<file path="src/rtl/fw_pkg.sv">
`timescale 1ns/1ps
package fw_pkg;
  typedef enum logic [1:0] {
    CFG_BASE  = 2'd0,
    CFG_LIMIT = 2'd1,
    CFG_ATTR  = 2'd2,
    CFG_CLEAR = 2'd3
  } cfg_sel_e;
endpackage

</file>
<file path="src/rtl/fw_region_table.sv">
`timescale 1ns/1ps
module fw_region_table #(
  parameter int NUM_REGIONS = 8,
  parameter int ADDR_W      = 32,
  parameter int NUM_MASTERS = 4,
  parameter int IDX_W       = 3
) (
  input  logic                                   clk,
  input  logic                                   rst_n,
  input  logic                                   cfg_we,
  input  logic                                   cfg_priv,
  input  logic [1:0]                             cfg_sel,
  input  logic [IDX_W-1:0]                       cfg_idx,
  input  logic [ADDR_W-1:0]                      cfg_wdata,
  output logic [NUM_REGIONS-1:0][ADDR_W-1:0]     base_o,
  output logic [NUM_REGIONS-1:0][ADDR_W-1:0]     limit_o,
  output logic [NUM_REGIONS-1:0][NUM_MASTERS-1:0] mask_o,
  output logic [NUM_REGIONS-1:0]                 secure_o,
  output logic [NUM_REGIONS-1:0]                 enable_o,
  output logic                                   clear_req_o
);
  import fw_pkg::*;

  localparam int SEC_BIT = NUM_MASTERS;
  localparam int EN_BIT  = NUM_MASTERS + 1;

  logic     write_ok;
  cfg_sel_e sel;

  assign write_ok    = cfg_we & cfg_priv;
  assign sel         = cfg_sel_e'(cfg_sel);
  assign clear_req_o = write_ok && (sel == CFG_CLEAR);

  for (genvar g = 0; g < NUM_REGIONS; g++) begin : g_region
    logic                   hit_me;
    logic [ADDR_W-1:0]      base_q;
    logic [ADDR_W-1:0]      limit_q;
    logic [NUM_MASTERS-1:0] mask_q;
    logic                   sec_q;
    logic                   en_q;

    assign hit_me = write_ok && (cfg_idx == IDX_W'(g));

    always_ff @(posedge clk or negedge rst_n) begin
      if (!rst_n) begin
        base_q  <= '0;
        limit_q <= '0;
        mask_q  <= '0;
        sec_q   <= 1'b0;
        en_q    <= 1'b0;
      end else if (hit_me) begin
        case (sel)
          CFG_BASE:  base_q  <= cfg_wdata;
          CFG_LIMIT: limit_q <= cfg_wdata;
          CFG_ATTR: begin
            mask_q <= cfg_wdata[NUM_MASTERS-1:0];
            sec_q  <= cfg_wdata[SEC_BIT];
            en_q   <= cfg_wdata[EN_BIT];
          end
          default: ;
        endcase
      end
    end

    assign base_o[g]   = base_q;
    assign limit_o[g]  = limit_q;
    assign mask_o[g]   = mask_q;
    assign secure_o[g] = sec_q;
    assign enable_o[g] = en_q;
  end

  // an unprivileged write leaves the whole table untouched
  assert_locked_table_R7: assert property (@(posedge clk) disable iff (!rst_n)
    (cfg_we && !cfg_priv) |=> ($stable(base_o) && $stable(limit_o) &&
                               $stable(mask_o) && $stable(secure_o) && $stable(enable_o)));
endmodule

</file>
<file path="src/rtl/fw_match.sv">
`timescale 1ns/1ps
module fw_match #(
  parameter int NUM_REGIONS = 8,
  parameter int ADDR_W      = 32,
  parameter int MID_W       = 2,
  parameter int NUM_MASTERS = 4
) (
  input  logic [NUM_REGIONS-1:0][ADDR_W-1:0]      base_i,
  input  logic [NUM_REGIONS-1:0][ADDR_W-1:0]      limit_i,
  input  logic [NUM_REGIONS-1:0][NUM_MASTERS-1:0] mask_i,
  input  logic [NUM_REGIONS-1:0]                  secure_i,
  input  logic [NUM_REGIONS-1:0]                  enable_i,
  input  logic [ADDR_W-1:0]                       addr_i,
  input  logic [MID_W-1:0]                        mid_i,
  input  logic                                    ns_i,
  output logic [NUM_REGIONS-1:0]                  match_o,
  output logic                                    hit_o,
  output logic                                    allow_o,
  output logic                                    win_secure_o
);
  function automatic logic in_window(input logic [ADDR_W-1:0] lo,
                                     input logic [ADDR_W-1:0] hi,
                                     input logic [ADDR_W-1:0] a);
    return (a >= lo) && (a <= hi);
  endfunction

  function automatic logic policy_ok(input logic [NUM_MASTERS-1:0] mask,
                                     input logic [MID_W-1:0]       mid,
                                     input logic                   sec_only,
                                     input logic                   ns);
    return mask[mid] && !(sec_only && ns);
  endfunction

  for (genvar g = 0; g < NUM_REGIONS; g++) begin : g_cmp
    assign match_o[g] = enable_i[g] && in_window(base_i[g], limit_i[g], addr_i);
  end

  // scan from the top so the lowest matching index is the last writer
  always_comb begin
    hit_o        = 1'b0;
    allow_o      = 1'b0;
    win_secure_o = 1'b0;
    for (int i = NUM_REGIONS - 1; i >= 0; i--) begin
      if (match_o[i]) begin
        hit_o        = 1'b1;
        allow_o      = policy_ok(mask_i[i], mid_i, secure_i[i], ns_i);
        win_secure_o = secure_i[i];
      end
    end
  end
endmodule

</file>
<file path="src/rtl/fw_fault_log.sv">
`timescale 1ns/1ps
module fw_fault_log #(
  parameter int ADDR_W = 32,
  parameter int MID_W  = 2
) (
  input  logic              clk,
  input  logic              rst_n,
  input  logic              deny_evt,
  input  logic [MID_W-1:0]  deny_mid,
  input  logic [ADDR_W-1:0] deny_addr,
  input  logic              clear_req,
  output logic              flag_o,
  output logic [MID_W-1:0]  mid_o,
  output logic [ADDR_W-1:0] addr_o
);
  logic take_new;
  assign take_new = deny_evt && (!flag_o || clear_req);

  always_ff @(posedge clk or negedge rst_n) begin
    if (!rst_n) begin
      flag_o <= 1'b0;
      mid_o  <= '0;
      addr_o <= '0;
    end else if (take_new) begin
      flag_o <= 1'b1;
      mid_o  <= deny_mid;
      addr_o <= deny_addr;
    end else if (clear_req) begin
      flag_o <= 1'b0;
    end
  end

  assert_fault_sticky_R8: assert property (@(posedge clk) disable iff (!rst_n)
    (flag_o && !clear_req) |=> flag_o);
  assert_fault_hold_R8: assert property (@(posedge clk) disable iff (!rst_n)
    (flag_o && !clear_req) |=> ($stable(mid_o) && $stable(addr_o)));
  assert_fault_clear_R9: assert property (@(posedge clk) disable iff (!rst_n)
    (clear_req && !deny_evt) |=> !flag_o);
  assert_fault_clear_race_R9: assert property (@(posedge clk) disable iff (!rst_n)
    (clear_req && deny_evt) |=> (flag_o && addr_o == $past(deny_addr)));
endmodule

</file>
<file path="src/rtl/bus_firewall.sv">
`timescale 1ns/1ps
module bus_firewall #(
  parameter int NUM_REGIONS = 8,
  parameter int ADDR_W      = 32,
  parameter int MID_W       = 2
) (
  input  logic                                  clk,
  input  logic                                  rst_n,
  input  logic                                  open_mode,
  input  logic                                  acc_valid,
  input  logic [MID_W-1:0]                      acc_mid,
  input  logic                                  acc_ns,
  input  logic [ADDR_W-1:0]                     acc_addr,
  input  logic                                  cfg_we,
  input  logic                                  cfg_priv,
  input  logic [1:0]                            cfg_sel,
  input  logic [$clog2(NUM_REGIONS)-1:0]        cfg_idx,
  input  logic [ADDR_W-1:0]                     cfg_wdata,
  output logic                                  dec_valid,
  output logic                                  dec_grant,
  output logic                                  fault_flag,
  output logic [MID_W-1:0]                      fault_mid,
  output logic [ADDR_W-1:0]                     fault_addr
);
  localparam int NUM_MASTERS = 1 << MID_W;
  localparam int IDX_W       = $clog2(NUM_REGIONS);

  logic [NUM_REGIONS-1:0][ADDR_W-1:0]      tbl_base;
  logic [NUM_REGIONS-1:0][ADDR_W-1:0]      tbl_limit;
  logic [NUM_REGIONS-1:0][NUM_MASTERS-1:0] tbl_mask;
  logic [NUM_REGIONS-1:0]                  tbl_secure;
  logic [NUM_REGIONS-1:0]                  tbl_enable;
  logic                                    clear_req;
  logic [NUM_REGIONS-1:0]                  region_match;
  logic                                    any_hit;
  logic                                    policy_allow;
  logic                                    win_secure;
  logic                                    deny_evt;

  fw_region_table #(
    .NUM_REGIONS(NUM_REGIONS), .ADDR_W(ADDR_W),
    .NUM_MASTERS(NUM_MASTERS), .IDX_W(IDX_W)
  ) u_table (
    .clk(clk), .rst_n(rst_n),
    .cfg_we(cfg_we), .cfg_priv(cfg_priv), .cfg_sel(cfg_sel),
    .cfg_idx(cfg_idx), .cfg_wdata(cfg_wdata),
    .base_o(tbl_base), .limit_o(tbl_limit), .mask_o(tbl_mask),
    .secure_o(tbl_secure), .enable_o(tbl_enable), .clear_req_o(clear_req)
  );

  fw_match #(
    .NUM_REGIONS(NUM_REGIONS), .ADDR_W(ADDR_W),
    .MID_W(MID_W), .NUM_MASTERS(NUM_MASTERS)
  ) u_match (
    .base_i(tbl_base), .limit_i(tbl_limit), .mask_i(tbl_mask),
    .secure_i(tbl_secure), .enable_i(tbl_enable),
    .addr_i(acc_addr), .mid_i(acc_mid), .ns_i(acc_ns),
    .match_o(region_match), .hit_o(any_hit),
    .allow_o(policy_allow), .win_secure_o(win_secure)
  );

  assign deny_evt = acc_valid && !open_mode && !policy_allow;

  always_ff @(posedge clk or negedge rst_n) begin
    if (!rst_n) begin
      dec_valid <= 1'b0;
      dec_grant <= 1'b0;
    end else begin
      dec_valid <= acc_valid;
      dec_grant <= acc_valid && (open_mode || policy_allow);
    end
  end

  fw_fault_log #(.ADDR_W(ADDR_W), .MID_W(MID_W)) u_fault (
    .clk(clk), .rst_n(rst_n),
    .deny_evt(deny_evt), .deny_mid(acc_mid), .deny_addr(acc_addr),
    .clear_req(clear_req),
    .flag_o(fault_flag), .mid_o(fault_mid), .addr_o(fault_addr)
  );

  assert_decide_latency_R1: assert property (@(posedge clk) disable iff (!rst_n)
    acc_valid |=> dec_valid);
  assert_idle_quiet_R1: assert property (@(posedge clk) disable iff (!rst_n)
    !acc_valid |=> (!dec_valid && !dec_grant));
  assert_nomatch_deny_R2: assert property (@(posedge clk) disable iff (!rst_n)
    (acc_valid && !open_mode && !any_hit) |=> !dec_grant);
  assert_secure_only_R5: assert property (@(posedge clk) disable iff (!rst_n)
    (acc_valid && !open_mode && acc_ns && win_secure) |=> !dec_grant);
  assert_open_grant_R6: assert property (@(posedge clk) disable iff (!rst_n)
    (acc_valid && open_mode) |=> dec_grant);
  assert_deny_faults_R8: assert property (@(posedge clk) disable iff (!rst_n)
    (dec_valid && !dec_grant) |-> fault_flag);
endmodule

</file>
<file path="config.mk">
export PLATFORM = sky130hd
export DESIGN_NAME = bus_firewall
export DESIGN_NICKNAME = d
export VERILOG_FILES = /design/src/rtl/fw_pkg.sv /design/src/rtl/fw_region_table.sv /design/src/rtl/fw_match.sv /design/src/rtl/fw_fault_log.sv /design/src/rtl/bus_firewall.sv
export SDC_FILE = /design/constraint.sdc
export NUM_CORES = 1
export LEC_CHECK = 0
export BUFFER_PORTS_ARGS = -buffer_cell sky130_fd_sc_hd__buf_4
export CAP_MARGIN = 40
export CORE_ASPECT_RATIO = 1.5
export CORE_MARGIN = 2
export CORE_UTILIZATION = 50
export CTS_CLUSTER_DIAMETER = 100
export CTS_CLUSTER_SIZE = 25
export DETAILED_ROUTE_END_ITERATION = 8
export HOLD_SLACK_MARGIN = 0.12
export PLACE_DENSITY = 0.69
export SLEW_MARGIN = 20
export SYNTH_ARGS = -nofsm -noshare
export SYNTH_HDL_FRONTEND = slang
export SYNTH_SLANG_ARGS = --single-unit
</file>
<file path="constraint.sdc">
create_clock -name clk -period 2.84 [get_ports clk]
set_input_delay 0.568 -clock clk [delete_from_list [all_inputs] [get_ports clk]]
set_output_delay 0.568 -clock clk [all_outputs]
set_load 0.005 [all_outputs]
</file>
==> results.txt <==
The run finished, with violations left. The checks that failed: setup timing. The vertical die dimension came out at 326 um. The share of cells above drive strength 1 is between 20 and 25%. The total number of vias is ~27000. STA classifies the critical path startpoint as a register. The count of warnings emitted by yosys is 0.

After synthesis, the most frequently instantiated cells are 597 x dfrtp_1, 516 x inv_1, 512 x ha_1, 498 x nand2_1, 442 x o21ai_0. The count of placed standard cells including taps is 4857. The transition time at the pin with the least slew margin is around 730 ps. Summed over all layers, the global routing overflow is 0. The relative contribution of sequential cells to total power is a little under half. The mean routed wirelength per cell is 20.8 um. When the netlist entered floorplanning its net count stood at about 4200. By instance count, the leading cell after synthesis is dfrtp_1. The initial antenna violation count is 3.

The mean area per synthesized cell came out at ~9.6 um^2. IR analysis of the VDD net gives a maximum drop of 0.522 mV. After synthesis, the cell types taking the most area are dfrtp_1 43%, ha_1 19%, mux2_2 7.0%, o21ai_0 6.4%, inv_1 5.6%.

The clock share of power came out at approximately a fifth. Per report_power, the combinational group accounts for about a third of the total. The initial standard-cell utilization of the core is around 50%. The number of DRC violations after detailed routing is 0. The share of total power consumed by net switching is approximately 33%.

Summed over all instances, the cell type with the most area after synthesis is dfrtp_1. The number of max-slew violations in the final report was 0. The largest net degree at the start of global routing came out at 71.

The width of the die is between 200 and 250 um. The area growth from synthesis to layout came out at 18.8%. The DRC marker count from the first detailed-route iteration is between 1500 and 2000. The achievable frequency is about 0.29 GHz. The endpoint required time on the critical path is around 3400 ps. The die covers 71300 um^2.

The critical path in this run is classified as register to register. In this run the biggest area consumer among cell types represents 43.2% of the synthesized area. The count of nets after finishing came out at 4590. The CTS clock-pin slew for the worst setup and hold paths came out at 100 ps. The number of global-route vias before repair came out at approximately 28000. The minimum setup slack after placement is -1360 ps. The first detailed-routing pass took 5 iterations. Clock latency on the worst-skew pair, taken at its later pin, is around 650 ps. The final critical-path share of the clock period came out at 122%. The internal power summed over all cells came out at 15.4 mW. Buffers inserted during clock tree synthesis total 27. TritonCTS built the clock tree. Excluding fillers, the count of instances in the completed layout stands at slightly below 5000. The number of buffers inserted by port buffering is approximately 110. The layout filler cell count is about 6000.

Routability-driven placement finished with a final weighted congestion of about 0.89. The arrival time at the worst endpoint came out at roughly 4000 ps. The detail route stage leaves a number of antenna-violating nets equal to 0. The first global-routing pass estimated 159000 um of wire. The critical path goes through inv_2 -> ha_1 -> nand4_1 -> or4_4 -> a21oi_2 -> nor3b_2 -> o211ai_1 -> buf_4 -> a211oi_2 -> a311oi_2 -> and2_4 -> a22oi_4 -> buf_12 -> buf_12 -> mux2_4. The CTS sink count is 597. Synthesis inferred just under 600 register bits. In the synthesized netlist the dominant register cell turns out to be dfrtp_1.

The count of unique library cells instantiated by Yosys is 65. Across the run, the number of max-cap violations was 0. The synthesized netlist occupies a cell area of 34600 um^2. The endpoint type of the worst setup path is a register.

The total power per unit cell area came out at between 500 and 600 nW/um^2. The switching power summed over all nets came out at about 7.5 mW. The number of enable flip-flop cells after synthesis came out at 0. The post-route cell area came out at between 40000 and 50000 um^2. The register area share after synthesis came out at a little over two fifths.

The all-layer global routing usage came out at 29.0%. The number of cell rows is around 120. The highest-delay cell along the critical path is or4_4. In this run the static leakage power is ~20 nW.

Setup repair after global routing could not meet its margin everywhere. By instance count, the cell type seen most on the critical path is buf_12. The worst clock skew came out at roughly 35 ps. The final-report hold violation count came to 0.

The core region is around 69000 um^2. The final design utilization came out at approximately 60%. The HPWL after detailed placement came out at around 76000 um. The master cell of the clock root buffer is clkbuf_16. The largest incremental delay on the critical path came out at 550 ps. The tightest slew margin relative to the limit came out at 50.8%. The post-route minimum period is approximately 3500 ps. The final number of setup-violating endpoints came out at 36. The clock passes through at most 3 buffers. The total wire length after detailed routing is 102000 um. The detail-routed via count per cell is 5.60.

The share of flip-flops with an asynchronous set or reset came out at 100%. The worst hold path belongs to the class primary input to register. The highest net fanout along the worst path is 6. During I/O placement, the number of pins put on the boundary was 115.

CTS built an H-tree with a depth of 1. The final critical-path setup slack came out at -626 ps. In the synthesized netlist, the number of instances is around 3600. The area of placed instances is about 40000 um^2.
==> stage by stage <==
| step | power [mW] | TNS (ps) | hold WS (ps) |
|---|---|---|---|
| final | 22.9 | -20560 | 210 |
| after global routing | 24.4 | -22950 | 196 |
| after CTS | 22.8 | -19790 | 183 |
| after detailed placement | 18.0 | -47210 | 487 |
| after global placement | 17.8 | -47410 | 481 |
| after floorplan | 14.7 | -15330 | 272 |
==> routing by layer <==
metal,up-vias,share of wire [%],global-route usage [%]
met5,-,0.013,0
met4,2,6.9,17.0
met3,305,3.8,2.66
met2,674,49,49.8
met1,13400,40,35.2
li1,13100,-,-
==> path summary, 6_finish.rpt <==
path / from / to / slack, ps / cells past startpoint
min in group asynchronous: rst_n / u_table.g_region[5].limit_q[9] / 480 / 2
min reg2reg: u_table.g_region[4].mask_q[2] / u_table.g_region[4].mask_q[2] / 510 / 1
max in group asynchronous: rst_n / u_fault.addr_o[11] / 1490 / 3
max: u_table.g_region[3].limit_q[8] / u_fault.addr_o[9] / -630 / 15
min: acc_addr[0] / u_fault.addr_o[0] / 210 / 2
max reg2reg: u_table.g_region[3].limit_q[8] / u_fault.addr_o[9] / -630 / 15
==> layout by cell type (no fill, tap or decap), types with 9 or more instances in the layout <==
master and n:
a21oi_1 166, ha_1 491, a21o_1 38, a211oi_1 19, a21oi_2 11, nor2b_1 19
inv_1 496, nand4_1 67, inv_2 19, buf_12 26, buf_4 468, nor2_4 12
and4_1 10, mux2_4 34, o21ai_0 435, nand3_1 66, nand2_1 496, nor4_1 9
mux2_2 188, nand2b_1 9, o21a_1 9, dfrtp_1 597, nor2_1 68, ha_4 21
o211ai_1 22, nor3_1 12, clkbuf_16 27
==> worst max-delay path: cells and delay by family (launching register included) <==
kind                       cells  cell delay [ps]
DFF                            1              370
muxes                          1              300
and+or+nand+nor                4              940
buffers and inverters          4              590
AOI/OAI and AO/OA              5              870
adders and majority gates      1              280
==> power by group through the flow <==
| stage | sequential (mW) | combinational (mW) | clock, mW |
|---|---|---|---|
| 2_1_floorplan | 10.6 | 4.11 | 0 |
| 3_3_place_gp | 10.8 | 7.01 | 0 |
| 3_5_place_dp | 10.8 | 7.22 | 0 |
| 4_1_cts | 10.7 | 7.54 | 4.61 |
| 5_1_grt | 10.8 | 8.76 | 4.82 |
| 6_report | 10.7 | 7.75 | 4.51 |
==> timing repair <==
| action | CTS | global route |
|---|---|---|
| endpoints found under the hold margin | 35 | 0 |
| pin swaps | 34 | 41 |
| gates resized for setup | 101 | 80 |
| setup endpoints to repair | 36 | 36 |
| hold buffers | 2 | 0 |
| buffers inserted | 8 | 7 |
| cloned | 4 | 0 |
==> area by class of cell <==
cell class	count	area (um^2)	share of cell area (%)
Clock inverter	2	13.8	0.0335
Clock buffer	27	676	1.64
Multi-Input combinational cell	2352	18200	44.2
Sequential cell	597	14900	36.4
Tap cell	900	1130	2.74
Antenna cell	2	5.00	0.0122
Timing Repair Buffer	506	4240	10.3
Inverter	516	1940	4.72
==> cells by family after synthesis <==
group	count (synthesis)	synth area share [%]
buf+inv	646	7.08
flops	597	43.2
mux	230	7.75
compound gates	800	13.1
fa+ha+maj	512	18.5
simple gates	810	10.3
==> state kept, by name, indices dropped and copies added (netlist names) <==
signal / cells
u_fault.mid_o: 2
u_table.g_region.base_q: 256
dec_valid: 1
u_fault.flag_o: 1
dec_grant: 1
u_table.g_region.sec_q: 8
u_fault.addr_o: 32
u_table.g_region.en_q: 8
u_table.g_region.limit_q: 256
u_table.g_region.mask_q: 32
Power figures use the tool's default switching activity.
